**src/rtl/pwm_tb_pkg.sv**
```systemverilog
package pwm_tb_pkg;
    localparam int DIV_W = 3;

    typedef enum logic [1:0] {
        MODE_UP     = 2'd0,
        MODE_DOWN   = 2'd1,
        MODE_UPDN   = 2'd2,
        MODE_FREEZE = 2'd3
    } tb_mode_e;

    typedef enum logic [1:0] {
        SO_PASS = 2'd0,
        SO_ZERO = 2'd1,
        SO_OFF  = 2'd2,
        SO_OFF3 = 2'd3
    } so_sel_e;

    // Control word layout, LSB first: mode[1:0], phase enable[2],
    // phase direction[3], sync-out select[5:4], divider[8:6]
    typedef struct packed {
        logic [DIV_W-1:0] div;
        so_sel_e          so_sel;
        logic             ph_dir;
        logic             ph_en;
        tb_mode_e         mode;
    } tb_ctrl_t;

    localparam int CTRL_W    = $bits(tb_ctrl_t);
    localparam int FSYNC_BIT = CTRL_W;
    localparam logic [1:0] ADDR_CTRL = 2'd0;
    localparam logic [1:0] ADDR_PRD  = 2'd1;
    localparam logic [1:0] ADDR_PHS  = 2'd2;
endpackage

```
**src/rtl/pwm_tb_regs.sv**
```systemverilog
module pwm_tb_regs
    import pwm_tb_pkg::*;
#(
    parameter int W = 16
) (
    input  logic         clk,
    input  logic         rst_n,
    input  logic         wr_en,
    input  logic [1:0]   wr_addr,
    input  logic [W-1:0] wr_data,
    output tb_ctrl_t     ctrl,
    output logic [W-1:0] prd,
    output logic [W-1:0] phs,
    output logic         fsync
);
    typedef struct packed {
        tb_ctrl_t     ctrl;
        logic [W-1:0] prd;
        logic [W-1:0] phs;
        logic         fsync;
    } regs_t;

    regs_t s_d, s_q;

    always_comb begin
        s_d       = s_q;
        s_d.fsync = 1'b0;
        if (wr_en) begin
            unique case (wr_addr)
                ADDR_CTRL: begin
                    s_d.ctrl  = tb_ctrl_t'(wr_data[CTRL_W-1:0]);
                    s_d.fsync = wr_data[FSYNC_BIT];
                end
                ADDR_PRD: s_d.prd = wr_data;
                ADDR_PHS: s_d.phs = wr_data;
                default:  ;
            endcase
        end
    end

    always_ff @(posedge clk or negedge rst_n) begin
        if (!rst_n) s_q <= '0;
        else        s_q <= s_d;
    end

    assign ctrl  = s_q.ctrl;
    assign prd   = s_q.prd;
    assign phs   = s_q.phs;
    assign fsync = s_q.fsync;
endmodule

```
**src/rtl/pwm_tb_presc.sv**
```systemverilog
module pwm_tb_presc #(
    parameter int DW = 3
) (
    input  logic          clk,
    input  logic          rst_n,
    input  logic          en,
    input  logic [DW-1:0] div,
    output logic          tick
);
    localparam logic [DW-1:0] ONE = DW'(1);

    typedef struct packed {
        logic [DW-1:0] cnt;
        logic          en;
    } presc_t;

    presc_t s_d, s_q;
    logic [DW-1:0] cnt_eff;

    always_comb begin
        s_d     = s_q;
        s_d.en  = en;
        // restart the divider on the first enabled edge
        cnt_eff = (en && !s_q.en) ? '0 : s_q.cnt;
        tick    = en && (cnt_eff == div);
        if (en) s_d.cnt = tick ? '0 : cnt_eff + ONE;
    end

    always_ff @(posedge clk or negedge rst_n) begin
        if (!rst_n) s_q <= '0;
        else        s_q <= s_d;
    end
endmodule

```
**src/rtl/pwm_tb_core.sv**
```systemverilog
module pwm_tb_core
    import pwm_tb_pkg::*;
#(
    parameter int W = 16
) (
    input  logic         clk,
    input  logic         rst_n,
    input  logic         tick,
    input  logic         sync_any,
    input  tb_mode_e     mode,
    input  logic         ph_en,
    input  logic         ph_dir,
    input  so_sel_e      so_sel,
    input  logic [W-1:0] prd,
    input  logic [W-1:0] phs,
    output logic [W-1:0] cnt,
    output logic         up,
    output logic         evt_zero,
    output logic         evt_prd,
    output logic         sync_out
);
    localparam logic [W-1:0] ONE = W'(1);

    typedef struct packed {
        logic [W-1:0] cnt;
        logic         up;
        logic         pend;
        logic         ez;
        logic         ep;
        logic         so;
    } core_t;

    core_t s_d, s_q;
    logic  sync_now;
    logic  frozen;

    always_comb begin
        s_d      = s_q;
        s_d.ez   = 1'b0;
        s_d.ep   = 1'b0;
        s_d.so   = 1'b0;
        sync_now = s_q.pend | sync_any;
        frozen   = (mode == MODE_FREEZE);
        s_d.pend = tick ? 1'b0 : sync_now;
        if (tick) begin
            if (frozen) begin
                s_d.cnt = s_q.cnt;
            end else if (sync_now && ph_en) begin
                s_d.cnt = phs;
                s_d.up  = (mode == MODE_UPDN) ? ph_dir : (mode == MODE_UP);
            end else begin
                unique case (mode)
                    MODE_UP: begin
                        s_d.up  = 1'b1;
                        s_d.cnt = (s_q.cnt >= prd) ? '0 : s_q.cnt + ONE;
                    end
                    MODE_DOWN: begin
                        s_d.up  = 1'b0;
                        s_d.cnt = (s_q.cnt == '0) ? prd : s_q.cnt - ONE;
                    end
                    default: begin
                        if (s_q.up) begin
                            if (s_q.cnt >= prd) begin
                                s_d.up  = 1'b0;
                                s_d.cnt = (s_q.cnt == '0) ? '0 : s_q.cnt - ONE;
                            end else begin
                                s_d.cnt = s_q.cnt + ONE;
                            end
                        end else begin
                            if (s_q.cnt == '0) begin
                                s_d.up  = 1'b1;
                                s_d.cnt = (prd == '0) ? '0 : ONE;
                            end else begin
                                s_d.cnt = s_q.cnt - ONE;
                            end
                        end
                    end
                endcase
            end
            s_d.ez = !frozen && (s_d.cnt == '0);
            s_d.ep = !frozen && (s_d.cnt == prd);
            unique case (so_sel)
                SO_PASS: s_d.so = sync_now;
                SO_ZERO: s_d.so = !frozen && (s_d.cnt == '0);
                default: s_d.so = 1'b0;
            endcase
        end
    end

    always_ff @(posedge clk or negedge rst_n) begin
        if (!rst_n) s_q <= '{cnt: '0, up: 1'b1, default: 1'b0};
        else        s_q <= s_d;
    end

    assign cnt      = s_q.cnt;
    assign up       = s_q.up;
    assign evt_zero = s_q.ez;
    assign evt_prd  = s_q.ep;
    assign sync_out = s_q.so;
endmodule

```
**src/rtl/pwm_timebase.sv**
```systemverilog
module pwm_timebase
    import pwm_tb_pkg::*;
#(
    parameter int W = 16
) (
    input  logic         clk,
    input  logic         rst_n,
    input  logic         wr_en,
    input  logic [1:0]   wr_addr,
    input  logic [W-1:0] wr_data,
    input  logic         sync_in,
    input  logic         tb_en,
    output logic         sync_out,
    output logic [W-1:0] cnt,
    output logic         cnt_up,
    output logic         evt_zero,
    output logic         evt_prd
);
    tb_ctrl_t     ctrl;
    logic [W-1:0] prd;
    logic [W-1:0] phs;
    logic         fsync;
    logic         tick;

    pwm_tb_regs #(.W(W)) u_regs (
        .clk(clk), .rst_n(rst_n), .wr_en(wr_en), .wr_addr(wr_addr),
        .wr_data(wr_data), .ctrl(ctrl), .prd(prd), .phs(phs), .fsync(fsync)
    );

    pwm_tb_presc #(.DW(DIV_W)) u_presc (
        .clk(clk), .rst_n(rst_n), .en(tb_en), .div(ctrl.div), .tick(tick)
    );

    pwm_tb_core #(.W(W)) u_core (
        .clk(clk), .rst_n(rst_n), .tick(tick), .sync_any(sync_in | fsync),
        .mode(ctrl.mode), .ph_en(ctrl.ph_en), .ph_dir(ctrl.ph_dir),
        .so_sel(ctrl.so_sel), .prd(prd), .phs(phs),
        .cnt(cnt), .up(cnt_up), .evt_zero(evt_zero), .evt_prd(evt_prd),
        .sync_out(sync_out)
    );
endmodule

```
**config.mk**
```make
export PLATFORM = sky130hd
export DESIGN_NAME = pwm_timebase
export DESIGN_NICKNAME = d
export VERILOG_FILES = /design/src/rtl/pwm_tb_pkg.sv /design/src/rtl/pwm_tb_regs.sv /design/src/rtl/pwm_tb_presc.sv /design/src/rtl/pwm_tb_core.sv /design/src/rtl/pwm_timebase.sv
export SDC_FILE = /design/constraint.sdc
export NUM_CORES = 1
export LEC_CHECK = 0
export ABC_AREA = 1
export BUFFER_PORTS_ARGS = -buffer_cell sky130_fd_sc_hd__buf_2
export CAP_MARGIN = 20
export CORE_MARGIN = 10
export CORE_UTILIZATION = 62
export DETAILED_ROUTE_END_ITERATION = 10
export PLACE_DENSITY_LB_ADDON = 0.12
export SLEW_MARGIN = 10
export SYNTH_ARGS = -nofsm -noshare
export SYNTH_HDL_FRONTEND = slang
export SYNTH_SLANG_ARGS = --single-unit
```
**constraint.sdc**
```tcl
create_clock -name clk -period 3.2 [get_ports clk]
set_input_delay 0.16 -clock clk [delete_from_list [all_inputs] [get_ports clk]]
set_output_delay 0.16 -clock clk [all_outputs]
set_load 0.01 [all_outputs]
```
; Word-level counts from Yosys, hierarchy flattened
; Index checks and enable logic that the tools add are counted.
[word_totals]
reg_bits = 67
wordCells = 69
[classes]
n_addsub = 3
magnitude_cmp = 1
eq_ne = 8
muxes = 21
n_bitwise = 3
reduce_logical = 17
[op_table]
columns = cell, n
row1 = 16-bit 2-to-1 mux, 7
row2 = 16-bit logical NOT, 3
row3 = 17-bit 2-to-1 mux, 2
row4 = 17-bit case mux with 2 select lines, 1
row5 = "16-bit by 1-bit adder with 16-bit output, second input constant", 1
row6 = 16-bit == test, 1
row7 = 16-bit >= comparator, 1
row8 = "16-bit by 1-bit subtractor with 16-bit output, second input constant", 1
row9 = 3-bit 2-to-1 mux, 3
row10 = 2-bit AND reduction, 4
row11 = 1-bit 2-to-1 mux, 7
row12 = "2-bit by 1-bit == test with 1-bit output, second input constant", 3
row13 = "2-bit == test, second input constant", 3
row14 = 2-bit logical NOT, 3
row15 = 1-bit logical AND, 5
row16 = "3-bit by 1-bit adder with 3-bit output, second input constant", 1
row17 = 3-bit == test, 1
row18 = 1-bit logical NOT, 2
row19 = 1-bit bitwise OR, 2
row20 = 1-bit case mux with 2 select lines, 1
row21 = 1-bit NOT, 1

; Longest topological paths before layout
[depth]
word_depth = 12
mapped_depth = 23
ltp_nobuf = 23

; By module
; Synthesis repeated with hierarchy kept, for this count alone.
[hier_totals]
hier_cells = 933
hier_area_um2 = 6135.9
[by_module_without_submodules]
columns = mod, n_inst, cells_per_inst, area_per_inst_um2, seq_area_each_um2
row1 = pwm_tb_core, 1, 701, 3996.3, 526.8
row2 = pwm_tb_regs, 1, 186, 1850.5, 1051.0
row3 = pwm_tb_presc, 1, 43, 277.8, 100.1
row4 = pwm_timebase, 1, 3, 11.3, 0.0

; Least setup slack after synthesis
; Ideal clock, no wire load.
[synth_path]
path_type = register to register
from = register u_core.s_q, in the netlist u_core.cnt[5]
to = register u_core.s_q, in the netlist u_core.evt_prd
arrival_ps = 2305
required_time_ps = 3129
slack_ps = 824
stages_incl_launch_ff = 22
path_buffers = 1
synth_period_minus_slack_ps = 2376
path_cell_list = dfrtp_1 -> ha_1 -> nand2_1 -> inv_1 -> nand2_1 -> nor2_1 -> nor2_1 -> nand2_1 -> nand2_1 -> nand3_1 -> buf_4 -> nand2_1 -> nand3_1 -> nand2_1 -> nand3_1 -> nand2_1 -> nand2_1 -> nand2_1 -> nand3_1 -> nor2_1 -> nand2_1 -> nor2_1
[synth_rtl]
columns = item, line
row1 = from (decl), pwm_tb_core.sv:33  ; core_t s_d, s_q;
row2 = from (signal assigned), pwm_tb_core.sv:91  ; if (!rst_n) s_q <= '{cnt: '0, up: 1'b1, default: 1'b0};
row3 = from (signal assigned), pwm_tb_core.sv:92  ; else s_q <= s_d;

==> out/qor.txt <==
FLOORPLANNING
--------------------------------------------------------------------------------------------------
Starting density of the core ........................................................        0.639
Overall die area ....................................................................   0.0132 mm2
Core box area .......................................................................  0.00872 mm2
Std-Cell Rows .......................................................................           34
Die Width ...........................................................................       115 um
Die span in y .......................................................................       115 um
Top-Level Pins ......................................................................           43

PWR
--------------------------------------------------------------------------------------------------
Static leakage power ................................................................      3.23 nW
Sum of internal, switching and leakage power ........................................      5.69 mW
Power per cell area .................................................................   935 mW/mm2
Max IR drop VDD .....................................................................     0.477 mV

TIMING
--------------------------------------------------------------------------------------------------
Portion of the clock cycle consumed by the worst path in the final layout ...........        0.938
Count of final max-slew check failures ..............................................            0
RSZ-0062 raised after global routing ................................................           no
Tmin final ..........................................................................      3.00 ns
Final hold violations ...............................................................            0
Worst Max-Slew Pin Slew .............................................................      1.03 ns
Max Fclk ............................................................................      333 MHz
Sum of negative setup slack .........................................................         0 ns
Finish-stage setup viols ............................................................            0
Post-layout worst setup margin ......................................................     0.200 ns
Headroom to the max-slew limit ......................................................        0.311
Setup clock skew after layout .......................................................    0.0124 ns

CRITICAL PATH
--------------------------------------------------------------------------------------------------
Top fanout value on the critical path ...............................................           14
Worst Setup Start Kind ..............................................................     register
Required time of the critical path ..................................................      3.48 ns
CP endpoint kind ....................................................................     register
Chain of cells forming the critical path ............................................ inv_1, ha_1, nand4_1, nor2_1, nor2_1, nand2_1, nand2_1, buf_4, nand2_1, o21ai_0, nor2_1, nand2_1, nand2_1, nand3_1, nor2_1, nand2_1, nor2_1, nand2_1, nor2_1
Classification of the worst setup path .............................................. register to register
Dominant cell type by count on the critical path .................................... sky130_fd_sc_hd__nand2_1
Crit-path max cell delay ............................................................      0.46 ns
Crit path DAT .......................................................................      3.28 ns
Slowest cell on the critical path ................................................... sky130_fd_sc_hd__dfrtp_1

ROUTING
--------------------------------------------------------------------------------------------------
Average wire length per cell after detail routing ...................................      19.3 um
Detailed-route vias per instance ....................................................         6.16
Detailed Route Iter0 Violations .....................................................          798
Detailed Route WL ...................................................................     19700 um
Count of vias placed by the detailed router .........................................         6276
Count of unresolved DRC violations after routing ....................................            0
Number of optimization iterations in the first detailed-route pass ..................            9
Count of antenna-violating nets left after detailed routing .........................            0

SYNTH
--------------------------------------------------------------------------------------------------
Part of the Yosys area used for sequential elements .................................        0.301
Predominant post-synthesis flop cell ................................................ sky130_fd_sc_hd__dfrtp_1
Multiplexer share of the synthesized area ...........................................            0
Mean instance size in the synthesized netlist .......................................     6.37 um2
Share of flip-flops with an asynchronous set or reset ...............................         1.00
Summed instance area of the synthesized netlist .....................................  0.00557 mm2
Count leader, synth ................................................................. sky130_fd_sc_hd__nand2_1
Count of distinct cell types in the synthesized netlist .............................           33
Mapped Cells ........................................................................          874
Number of enable-type register cells in the synthesized netlist .....................            0
Yosys warnings ......................................................................            0
Compound-Gate Fraction of Synth Area ................................................       0.0802
Fraction of post-synthesis cell area in the top cell type by area ...................        0.296
Area fraction in and, or, nand and nor cells after synthesis ........................        0.428
Combinational family with the most area after synthesis ............................. simple AND/OR/NAND/NOR gates
Main area contributors after synthesis .............................................. sky130_fd_sc_hd__dfrtp_1, sky130_fd_sc_hd__nand2_1, sky130_fd_sc_hd__nand3_1
Area share of xor/xnor cells in the synthesized design ..............................       0.0252
Number of nets in the synthesized netlist ...........................................          917
Cell types with the highest counts after synthesis .................................. sky130_fd_sc_hd__nand2_1, sky130_fd_sc_hd__nand3_1, sky130_fd_sc_hd__inv_1, sky130_fd_sc_hd__nor2_1, sky130_fd_sc_hd__o21ai_0
Post-synthesis adder-cell area fraction .............................................       0.0449
Synthesis-stage register bit count ..................................................           67
Cell accounting for the most synthesized area ....................................... sky130_fd_sc_hd__dfrtp_1

JOB
--------------------------------------------------------------------------------------------------
Count of max-cap constraint violations ..............................................            0

GLOBAL ROUTE
--------------------------------------------------------------------------------------------------
Antenna violations before repair ....................................................            0
Vias in the first global route ......................................................         5854
Wire length of the first global-routing pass ........................................     31200 um
Overall routing resource usage ......................................................        0.296
Grt ovf .............................................................................            0
Maximum number of pins on one net before global-route repair ........................           36

PLACED DESIGN
--------------------------------------------------------------------------------------------------
Port-buffer cells ...................................................................           42
Worst slack at placement ............................................................     0.221 ns
Post-detailed-placement half-perimeter wirelength ...................................     14700 um
Routability congestion estimate .....................................................         1.05

CELLS AND AREA
--------------------------------------------------------------------------------------------------
Area growth, synth to finish ........................................................        9.16%
Fill cells ..........................................................................          768
Nets@finish .........................................................................          950
Ratio of cells with drive above 1 in the final layout ...............................        0.156
Number of antenna cells inserted ....................................................            0

CLOCK NETWORK
--------------------------------------------------------------------------------------------------
Num CTS Buffers .....................................................................            9
H-tree depth reported by CTS ........................................................            3
Clock transition time at the flip-flop clock pins of the worst setup and hold paths .      0.08 ns
Total clock sinks ...................................................................           67
TritonCTS clock tree ................................................................        built
Maximum buffer depth of the clock tree ..............................................            2
Clock root buffer master ............................................................ sky130_fd_sc_hd__clkbuf_8
Clk Latency, worst-skew pair ........................................................      0.36 ns

RUN STATUS
--------------------------------------------------------------------------------------------------
Run status .......................................................................... complete, no violations

HOLD PATH
--------------------------------------------------------------------------------------------------
Class of the tightest hold or removal check ......................................... input pin to register

[power by group]
part	total, mW	switching [mW]	internal (mW)
Sequential	1.38	0.314	1.06
Clock	0.803	0.367	0.435
Combinational	3.50	2.32	1.18
Total	5.69	3.00	2.68
[cell type report]
class                   instances  area (um2)  area share
clock buffers                   9         124      0.0204
multi-input cells             662        3240       0.533
clock inverters                 6        91.3      0.0150
repair buffers                 74         459      0.0755
well taps                     108         135      0.0222
inverters                      93         350      0.0576
flip-flops and latches         67        1680       0.276
[layer usage]
metal	GRT usage	vias up	wire length (um)
li1	-	2852	-
met1	0.394	2886	7930
met2	0.465	456	8740
met3	0.0661	82	2220
met4	0.107	0	790
met5	0	-	0
[registers in the layout (all words and copies together), names as in the netlist]
signal           flops
u_regs.prd          16
u_regs.phs          16
u_core.evt_prd       1
u_regs.fsync         1
u_presc.s_q          4
u_core.s_q           1
u_core.cnt          16
u_core.evt_zero      1
u_regs.ctrl          9
u_core.up            1
u_core.sync_out      1
[cells in the final DEF (no fill, tap or decap), types with 6 or more instances in the layout]
cell,count
sky130_fd_sc_hd__nor2_2,7
sky130_fd_sc_hd__nand2_1,289
sky130_fd_sc_hd__inv_1,85
sky130_fd_sc_hd__nor2_1,73
sky130_fd_sc_hd__nand3_1,95
sky130_fd_sc_hd__o21ai_0,68
sky130_fd_sc_hd__buf_4,29
sky130_fd_sc_hd__dfrtp_1,64
sky130_fd_sc_hd__or2_2,23
sky130_fd_sc_hd__ha_1,20
sky130_fd_sc_hd__a21oi_1,12
sky130_fd_sc_hd__nand4_1,33
sky130_fd_sc_hd__xor2_1,13
sky130_fd_sc_hd__inv_2,6
sky130_fd_sc_hd__clkbuf_8,9
sky130_fd_sc_hd__buf_2,42
[cells by family after synthesis]
group,count (synthesis)
flip-flops,67
XOR/XNOR,16
adder cells (fa/ha/maj),20
AND/OR/NAND/NOR,540
AO/OA/AOI/OAI,86
buffers and inverters,145
[stage by stage]
stage,instance area [um2],hold slack (ns),util,cells
CTS,6050,0.0758,0.694,1018
detailed placement,5820,0.0810,0.667,1001
global placement,5820,0.0775,0.667,1001
finish,6080,0.0712,0.697,1019
global route,6080,0.0991,0.697,1019
floorplan,5570,-0.136,-,874
[worst max-delay path, delay by kind of cell, from the launching register on]
family / cells / cell delay (ns)
AO/OA/AOI/OAI: 1 / 0.10
flip-flops: 1 / 0.46
AND/OR/NAND/NOR: 15 / 1.69
buffers and inverters: 2 / 0.34
adder cells (fa/ha/maj): 1 / 0.33
[path summary, 6_finish.rpt]
kind | start | to | slack [ns] | depth (start not counted)
min in group asynchronous | rst_n | u_regs.ctrl[5] | 0.25 | 2
min | sync_in | u_core.s_q[3] | 0.07 | 3
max | u_regs.prd[3] | u_core.evt_zero | 0.20 | 19
max in group asynchronous | rst_n | u_core.up | 2.14 | 3
min reg2reg | u_regs.phs[7] | u_regs.phs[7] | 0.49 | 2
max reg2reg | u_regs.prd[3] | u_core.evt_zero | 0.20 | 19
[repair_timing]
item,4_1_cts,5_1_grt
hold buffers,2,0
gates resized for setup,0,9
endpoints found under the hold margin,15,0
endpoints found under the setup margin,0,3
buffers inserted,0,0
No activity file was read; power rests on OpenSTA's default activity.
